[src/rtl/reqphase_pkg.sv]
// Package: shared widths and the decoded request record type.
// Assumes the six-line command bus with a 2-bit size field above a 3-bit
// length field in the second clock.
package reqphase_pkg;
    localparam int REQ_W = 6;
    localparam int DSZ_W = 2;
    localparam int LEN_W = 3;
    localparam int DSZ_LO = LEN_W;
    localparam int DSZ_HI = LEN_W + DSZ_W - 1;

    typedef struct packed {
        logic [REQ_W-1:0] kind;
        logic [DSZ_W-1:0] dsz;
        logic [LEN_W-1:0] len;
        logic             own;
    } req_rec_t;
endpackage

[src/rtl/reqphase_parity.sv]
// Module: reqphase_parity
// Reduces a vector of active-high bus bits to an odd-parity indication.
// Assumes the caller includes the parity bit itself, so 0 means correct.
module reqphase_parity #(
    parameter int W = 8
) (
    input  logic [W-1:0] bits_i,
    output logic         odd_o
);
    // Purpose: XOR-reduce every covered bit.
    always_comb begin
        odd_o = ^bits_i;
    end
endmodule

[src/rtl/reqphase_seq.sv]
// Module: reqphase_seq
// Tracks which clock of the two-clock request phase is active and counts
// strobes that arrive in the second clock. Assumes the strobe is already
// inverted to active-high.
module reqphase_seq #(
    parameter int PCNT_W = 4
) (
    input  logic              clk,
    input  logic              rst_n,
    input  logic              strobe_i,
    output logic              start_o,
    output logic              second_o,
    output logic [PCNT_W-1:0] stray_cnt_o
);
    localparam logic [PCNT_W-1:0] CNT_MAX = {PCNT_W{1'b1}};

    logic              ph2_q;
    logic [PCNT_W-1:0] cnt_q;
    logic              stray;

    // Purpose: accept a strobe only outside the second clock.
    always_comb begin
        start_o  = strobe_i & ~ph2_q;
        stray    = strobe_i & ph2_q;
        second_o = ph2_q;
    end

    // Purpose: the second clock always follows an accepted strobe.
    always_ff @(posedge clk) begin
        if (!rst_n) ph2_q <= 1'b0;
        else        ph2_q <= start_o;
    end

    // Purpose: saturating count of strobes ignored in the second clock.
    always_ff @(posedge clk) begin
        if (!rst_n)                         cnt_q <= '0;
        else if (stray && cnt_q != CNT_MAX) cnt_q <= cnt_q + 1'b1;
    end

    assign stray_cnt_o = cnt_q;

    // a second clock is never followed by another second clock.
    p_no_restart_r9: assert property (@(posedge clk) disable iff (!rst_n)
        ph2_q |=> !ph2_q);
    // the stray counter never goes down.
    p_cnt_monotonic_r9: assert property (@(posedge clk) disable iff (!rst_n)
        1'b1 |=> cnt_q >= $past(cnt_q));
endmodule

[src/rtl/reqphase_capture.sv]
// Module: reqphase_capture
// Latches the first-clock kind, then builds the full record at the second
// clock and pulses valid for one cycle. Assumes active-high inputs and
// a start/second pair from reqphase_seq.
module reqphase_capture
    import reqphase_pkg::*;
(
    input  logic             clk,
    input  logic             rst_n,
    input  logic             start_i,
    input  logic             second_i,
    input  logic [REQ_W-1:0] cmd_i,
    input  logic             own_i,
    output req_rec_t         rec_o,
    output logic             valid_o
);
    logic [REQ_W-1:0] kind_q;
    req_rec_t         rec_q;
    logic             valid_q;

    // Purpose: hold the transaction kind from the first clock.
    always_ff @(posedge clk) begin
        if (!rst_n)       kind_q <= '0;
        else if (start_i) kind_q <= cmd_i;
    end

    // Purpose: assemble the record at the second clock.
    always_ff @(posedge clk) begin
        if (!rst_n) begin
            rec_q <= '0;
        end else if (second_i) begin
            rec_q.kind <= kind_q;
            rec_q.dsz  <= cmd_i[DSZ_HI:DSZ_LO];
            rec_q.len  <= cmd_i[LEN_W-1:0];
            rec_q.own  <= own_i;
        end
    end

    // Purpose: one-cycle valid marking a fresh record.
    always_ff @(posedge clk) begin
        if (!rst_n) valid_q <= 1'b0;
        else        valid_q <= second_i;
    end

    assign rec_o   = rec_q;
    assign valid_o = valid_q;

    // valid never lasts two cycles.
    p_valid_one_cycle_r5: assert property (@(posedge clk) disable iff (!rst_n)
        valid_q |=> !valid_q);
    // the record is stable between second clocks.
    p_rec_hold_r5: assert property (@(posedge clk) disable iff (!rst_n)
        !second_i |=> $stable(rec_q));
endmodule

[src/rtl/reqphase_errflags.sv]
// Module: reqphase_errflags
// Sticky parity-error flags for each of the two request clocks. A set
// in the same cycle as a clear wins. Assumes the fail inputs are already
// qualified by the active clock of the phase.
module reqphase_errflags (
    input  logic clk,
    input  logic rst_n,
    input  logic clr_i,
    input  logic fail1_i,
    input  logic fail2_i,
    output logic err1_o,
    output logic err2_o
);
    logic err1_q;
    logic err2_q;

    // Purpose: first-clock flag, clear then set so that a set wins.
    always_ff @(posedge clk) begin
        if (!rst_n)       err1_q <= 1'b0;
        else if (fail1_i) err1_q <= 1'b1;
        else if (clr_i)   err1_q <= 1'b0;
    end

    // Purpose: second-clock flag with the same priority.
    always_ff @(posedge clk) begin
        if (!rst_n)       err2_q <= 1'b0;
        else if (fail2_i) err2_q <= 1'b1;
        else if (clr_i)   err2_q <= 1'b0;
    end

    assign err1_o = err1_q;
    assign err2_o = err2_q;

    // a flag with no clear stays set.
    p_sticky1_r8: assert property (@(posedge clk) disable iff (!rst_n)
        err1_q && !clr_i |=> err1_q);
    p_sticky2_r8: assert property (@(posedge clk) disable iff (!rst_n)
        err2_q && !clr_i |=> err2_q);
    // a failure always shows in the following cycle.
    p_set1_r6: assert property (@(posedge clk) disable iff (!rst_n)
        fail1_i |=> err1_q);
    p_set2_r7: assert property (@(posedge clk) disable iff (!rst_n)
        fail2_i |=> err2_q);
endmodule

[src/rtl/reqphase_decoder.sv]
// Module: reqphase_decoder (top)
// Decodes the two-clock request phase of an active-low bus into one record
// with a valid pulse, sticky parity flags and a stray-strobe count.
// Assumes all bus inputs are synchronous to clk.
module reqphase_decoder
    import reqphase_pkg::*;
#(
    parameter int PCNT_W = 4
) (
    input  logic              clk,
    input  logic              rst_n,
    input  logic              ads_n,
    input  logic [REQ_W-1:0]  req_n,
    input  logic              rp_n,
    input  logic              own_n,
    input  logic              err_clr,
    output logic              rec_valid,
    output logic [REQ_W-1:0]  rec_kind,
    output logic [DSZ_W-1:0]  rec_dsz,
    output logic [LEN_W-1:0]  rec_len,
    output logic              rec_own,
    output logic              perr_first,
    output logic              perr_second,
    output logic [PCNT_W-1:0] proto_errs
);
    localparam int PAR_W = REQ_W + 2;

    logic [REQ_W-1:0] cmd;
    logic             strobe;
    logic             par_bit;
    logic             own;
    logic             odd;
    logic             start;
    logic             second;
    req_rec_t         rec;

    // Purpose: bring the active-low bus to active-high.
    always_comb begin
        cmd     = ~req_n;
        strobe  = ~ads_n;
        par_bit = ~rp_n;
        own     = ~own_n;
    end

    reqphase_parity #(.W(PAR_W)) u_par (
        .bits_i ({cmd, strobe, par_bit}),
        .odd_o  (odd)
    );

    reqphase_seq #(.PCNT_W(PCNT_W)) u_seq (
        .clk         (clk),
        .rst_n       (rst_n),
        .strobe_i    (strobe),
        .start_o     (start),
        .second_o    (second),
        .stray_cnt_o (proto_errs)
    );

    reqphase_capture u_cap (
        .clk      (clk),
        .rst_n    (rst_n),
        .start_i  (start),
        .second_i (second),
        .cmd_i    (cmd),
        .own_i    (own),
        .rec_o    (rec),
        .valid_o  (rec_valid)
    );

    reqphase_errflags u_err (
        .clk     (clk),
        .rst_n   (rst_n),
        .clr_i   (err_clr),
        .fail1_i (start & odd),
        .fail2_i (second & odd),
        .err1_o  (perr_first),
        .err2_o  (perr_second)
    );

    // Purpose: flatten the record onto plain output ports.
    always_comb begin
        rec_kind = rec.kind;
        rec_dsz  = rec.dsz;
        rec_len  = rec.len;
        rec_own  = rec.own;
    end

    // a second clock is always followed by a valid pulse.
    p_valid_follows_r5: assert property (@(posedge clk) disable iff (!rst_n)
        second |=> rec_valid);
    // an accepted strobe always leads into a second clock.
    p_start_to_second_r10: assert property (@(posedge clk) disable iff (!rst_n)
        start |=> second);
    // without a request, parity flags do not rise.
    p_idle_no_flag_r11: assert property (@(posedge clk) disable iff (!rst_n)
        !start && !second && !perr_first |=> !perr_first);
endmodule

[config.mk]
export PLATFORM = sky130hd
export DESIGN_NAME = reqphase_decoder
export DESIGN_NICKNAME = d
export VERILOG_FILES = /design/src/rtl/reqphase_pkg.sv /design/src/rtl/reqphase_parity.sv /design/src/rtl/reqphase_seq.sv /design/src/rtl/reqphase_capture.sv /design/src/rtl/reqphase_errflags.sv /design/src/rtl/reqphase_decoder.sv
export SDC_FILE = /design/constraint.sdc
export NUM_CORES = 1
export LEC_CHECK = 0
export ABC_CLOCK_PERIOD_IN_PS = 2400
export CAP_MARGIN = 20
export CORE_AREA = 2 2 51 53
export DETAILED_ROUTE_END_ITERATION = 8
export DIE_AREA = 0 0 53 55
export PLACE_DENSITY = 0.8
export SYNTH_ARGS = -nofsm -noshare
export SYNTH_HDL_FRONTEND = slang
export SYNTH_HIERARCHICAL = 1
export SYNTH_SLANG_ARGS = --single-unit
[constraint.sdc]
create_clock -name clk -period 2.4 [get_ports clk]
set_clock_uncertainty 0.1 [all_clocks]
set_input_delay 0.48 -clock clk [delete_from_list [all_inputs] [get_ports clk]]
set_output_delay 0.48 -clock clk [all_outputs]
set_load 0.02 [all_outputs]
=== After elaboration in Yosys (flattened, before gate mapping) ===
Index checks and enable logic that the tools add are counted.

* Add/sub/neg operators: 1
* Eq/ne operators: 1
* Multiplexer cells: 3
* Bitwise gates (word level): 9
* Reductions and logical operators: 4

{| class="wikitable"
|+ Operator list
! kind !! count
|-
| $reduce_xor 8->1 || 1
|-
| $not 6->6 || 1
|-
| $add 4x1->4 const B || 1
|-
| $and 1x1->1 || 4
|-
| $ne 4x4->1 const B || 1
|-
| $not 1->1 || 4
|-
| $reduce_bool 2->1 || 2
|-
| $mux 1 || 3
|-
| $logic_and 1x1->1 || 1
|}

* Register bits after elaboration: 26
* Input bits: 12
* Output and inout port bits: 19
* Word-level logic and storage cells: 28

=== Depth between registers and ports, before layout ===
* Depth in word-level cells: 4
* Mapped depth: 6
* Depth with buffers taken out: 6

=== By module ===
The synthesis kept the hierarchy.

{| class="wikitable"
|+ By module, submodules not included
! module !! times used !! cells an instance !! area each (sq um) !! sequential area each (sq um)
|-
| reqphase_capture || 1 || 60 || 720.7 || 380.4
|-
| reqphase_seq || 1 || 25 || 242.7 || 100.1
|-
| reqphase_errflags || 1 || 6 || 67.6 || 40.0
|-
| reqphase_parity || 1 || 7 || 61.3 || 0.0
|-
| reqphase_decoder || 1 || 11 || 46.3 || 0.0
|}

=== Least setup slack after synthesis ===
Ideal clock, no wire load.

* Path kind: input to register
* Start: input port req_n[0]
* End: register u_err.err2_q (netlist: u_err/err2_o)
* Data arrival time: 1.252 ns
* Path slack: 0.933 ns
* Cell stages on the path: 6
* Path buffers: 0
* Cells stage by stage: inv_1 > xor2_1 > xnor2_1 > xnor2_1 > and2_1 > o21a_1

* Cells in the longest elaborated chain, start to end: 4

{| class="wikitable"
|+ Ends and longest elaborated chain
! item !! line !! RTL
|-
| from (decl) || reqphase_decoder.sv:13 || <nowiki>input logic [REQ_W-1:0] req_n,</nowiki>
|-
| $not 6->6 * || reqphase_decoder.sv:39 || <nowiki>cmd = ~req_n;</nowiki>
|-
| $reduce_xor 8->1 * || reqphase_parity.sv:12 || <nowiki>odd_o = ^bits_i;</nowiki>
|-
| via odd || reqphase_decoder.sv:32 || <nowiki>logic odd;</nowiki>
|-
| $and 1x1->1 * || reqphase_decoder.sv:75 || <nowiki>.fail2_i (second & odd),</nowiki>
|-
| $mux 1 or $reduce_bool 2->1 (tied branches) || -- ||
|-
| to (signal assigned) || reqphase_errflags.sv:26 || <nowiki>if (!rst_n) err2_q <= 1'b0;</nowiki>
|-
| to (signal assigned) || reqphase_errflags.sv:27 || <nowiki>else if (fail2_i) err2_q <= 1'b1;</nowiki>
|-
| to (signal assigned) || reqphase_errflags.sv:28 || <nowiki>else if (clr_i) err2_q <= 1'b0;</nowiki>
|-
| to (decl) || reqphase_errflags.sv:15 || <nowiki>logic err2_q;</nowiki>
|}

The timed path passes the listed nets; every way through them passes the cells marked *.
A chain may end at the register's enable or synchronous reset.

=== Final worst setup path ===
* Start: register u_seq.cnt_q[2] (netlist: u_seq/stray_cnt_o[2])
* End: output port proto_errs[2]

{| class="wikitable"
|+ RTL lines
! item !! line !! RTL
|-
| from (decl) || reqphase_seq.sv:18 || <nowiki>logic [PCNT_W-1:0] cnt_q;</nowiki>
|-
| from (signal assigned) || reqphase_seq.sv:37 || <nowiki>else if (stray && cnt_q != CNT_MAX) cnt_q <= cnt_q + 1'b1;</nowiki>
|-
| to (decl) || reqphase_decoder.sv:24 || <nowiki>output logic [PCNT_W-1:0] proto_errs</nowiki>
|}

No word-level cell between the ends.

==> metrics.txt <==
H-tree levels 1; post-synth top area share 45.71%; Logic pwr share 16.5%; final worst-path cycle share 81.70%; nature of the critical path endpoint output port; FF/Latch Area 520.5 µm²; Total GRT Usage 14.52%; die extent in y 55 µm; GPL Wtd Cong 0.6349; Reg power frac 50.9%; syn nets 122; CTS buffer count 3; vias in the first global route 722; Die ar. 0.002915 mm²; total gr overflow 0; crit path kind reg -> out; Final setup viols 0; num ports 31; fin cells 171; syn avg cell area 10.45 µm²; Setup crit start kind flip-flop; RSZ-0062 raised after global routing no; Top Layer Used met4; Leakage 0.5739 nW; CTS sink count 26; critical path's slowest cell clkdlybuf4s50_1; final WL 1939 µm; Rel. slew slack 71.04%; Synth cell types 22; synth warn 6; synthesized instance count 109; crit path DAT 1.38 ns; Post-layout nets 155; Pint 0.0007028 W; largest net degree at the start of global routing 17; placed insts 167; post-CTS sizing 0; max_cap viols 0; post-route minimum period 1.961 ns; antenna violations before repair 0; status finished, final reports clean; dpl hpwl 1434 µm; 1st-pass router iterations 3; diodes inserted 0; Crit Path Max Fanout 4; switching power 0.0002036 W; footprint of the multi-input gates 535.5 µm²; sequential share of the synthesized area 45.71%; clk slew on worst S/H paths 0.13 ns; setup TNS 0 ns; # Post-CTS Setup Buffers 0; final design utilization 63.54%; Layout area overhead 31.98%; Slew @ Worst Pin 0.4331 ns; layout cells sized above 1 6.383%; DRC 0; first-pass GRT wire length 3036 µm; Rows 18; post-route ant nets 0; CORE AREA 0.002365 mm²; Final Max Slew Viols 0; Crit path max-delay family buffers and inverters; Switching Share 22.46%; met3 wire length 71 µm; hold buffer count at CTS 0; clk root buf clkbuf_4; Hold Path Class reg -> reg; Yosys reg bits 26; Initial Utilization 48.15%; Crit path required time 1.82 ns; DRT met1 WL 877 µm; pwr/cell area 603.2 mW/mm²; cell taking the most area after synthesis dfxtp_1; IO buf count 30; synthesized area 0.001139 mm²; ordered list of cells on the worst path clkdlybuf4s50_1; clock tree buffer depth 2; Filler Cell Count 223; 1st-iter DRT viols 8; fmax 510.0 MHz; WL met2 962 µm; Buf/Inv on CP 1; top cells by area, synth dfxtp_1 46%, mux2i_1 18%, nor2b_1 11%, xnor2_1 4.6%, inv_1 3.6%; routed vias 796; Die W 53 µm; WL/cell 11.34 µm; clk_lat worst skew 0.31 ns; endpoints failing hold 0; slowest stage delay, CP 0.64 ns; VDD IR-drop max 0.4212 mV; CTS tree done; clock group share of total power 32.6%; Via density 4.655
-- cells in the final DEF (no fill, tap or decap), drive strengths merged, types with 2 or more instances in the layout --
cell type / netlist / layout
clkdlybuf4s50: 0 / 30
clkbuf: 0 / 3
dfxtp: 26 / 26
and2: 4 / 4
nand2: 4 / 4
o21a: 2 / 2
xnor2: 6 / 6
nand3: 2 / 2
nor2b: 20 / 20
buf: 4 / 2
mux2i: 20 / 20
inv: 11 / 11
a21oi: 2 / 2
-- sequential cells by signal, indices dropped and copies added, names as in the netlist --
signal and cells:
u_err/err1_o 1, u_seq/stray_cnt_o 4, u_cap/valid_o 1, u_err/err2_o 1
u_cap/kind_q 6, u_cap/rec_o 12, u_seq/second_o 1
-- layer usage --
| metal | up-vias | global-route usage, % |
|---|---|---|
| met3 | 2 | 2.419 |
| met2 | 14 | 25.21 |
| met1 | 363 | 16.81 |
| met4 | 0 | 8.974 |
| met5 | - | 0 |
| li1 | 417 | - |
-- power groups by stage --
stage	logic (W)	clock network, W	registers, W
5_1_grt	0.000162	0.000323	0.000465
4_1_cts	0.000151	0.000308	0.000462
2_1_floorplan	0.0000821	0	0.000486
3_3_place_gp	0.000147	0	0.000471
6_report	0.000149	0.000296	0.000462
3_5_place_dp	0.000150	0	0.000471
-- synthesized netlist by cell type --
cell,n
a21oi_1,2
nand2b_1,1
mux2i_1,20
a31oi_2,1
buf_6,1
o21a_1,2
dfxtp_1,26
xor2_1,1
inv_1,11
o31ai_1,1
nand3_2,1
or2_0,1
o41ai_2,1
buf_12,1
xnor2_1,6
nand3_1,1
and2_1,4
nor2b_1,20
buf_2,2
nand2_1,4
ha_1,1
and2b_1,1
-- final cells by class --
cell class	instances	area share, %
multi-input combinational	68	35.64
inverter	11	2.748
timing repair buffer	32	20.98
tap	30	2.498
sequential	26	34.64
clock buffer	3	1.499
clock inverter	1	1.998
-- path summary, 6_finish.rpt --
check                                    start                           endpoint  slack (ns)  cells after the start
max          u_seq/stray_cnt_o[2]$_SDFFE_PN0P_                      proto_errs[2]        0.44                      1
min          u_seq/stray_cnt_o[1]$_SDFFE_PN0P_  u_seq/stray_cnt_o[1]$_SDFFE_PN0P_        0.42                      2
min reg2reg  u_seq/stray_cnt_o[1]$_SDFFE_PN0P_  u_seq/stray_cnt_o[1]$_SDFFE_PN0P_        0.42                      2
max reg2reg          u_seq/second_o$_SDFF_PN0_  u_seq/stray_cnt_o[1]$_SDFFE_PN0P_        1.04                      4
-- cells by family (layout without fill, tap and decap cells) --
kind of cell / count (synthesis) / after routing / synth area share, %
AOI/OAI and AO/OA: 7 / 7 / 5.385
xor gates and xnor gates: 7 / 7 / 5.385
adders and majority gates: 1 / 1 / 1.099
buffers and inverters: 15 / 47 / 7.253
DFF: 26 / 26 / 45.71
muxes: 20 / 20 / 17.58
and+or+nand+nor: 33 / 33 / 17.58
-- through the flow --
stage	power (W)	setup slack [ns]	instance area, µm²	hold slack [ns]
floorplan	0.0005678	0.9331	1139	0.3824
global placement	0.0006179	0.3678	1450	0.3887
detailed placement	0.0006216	0.3335	1450	0.4024
CTS	0.0009208	0.4102	1503	0.4213
global route	0.0009496	0.3645	1503	0.4410
finish	0.0009064	0.4391	1503	0.4180
Note: power is estimated with default switching activity, not from simulation.
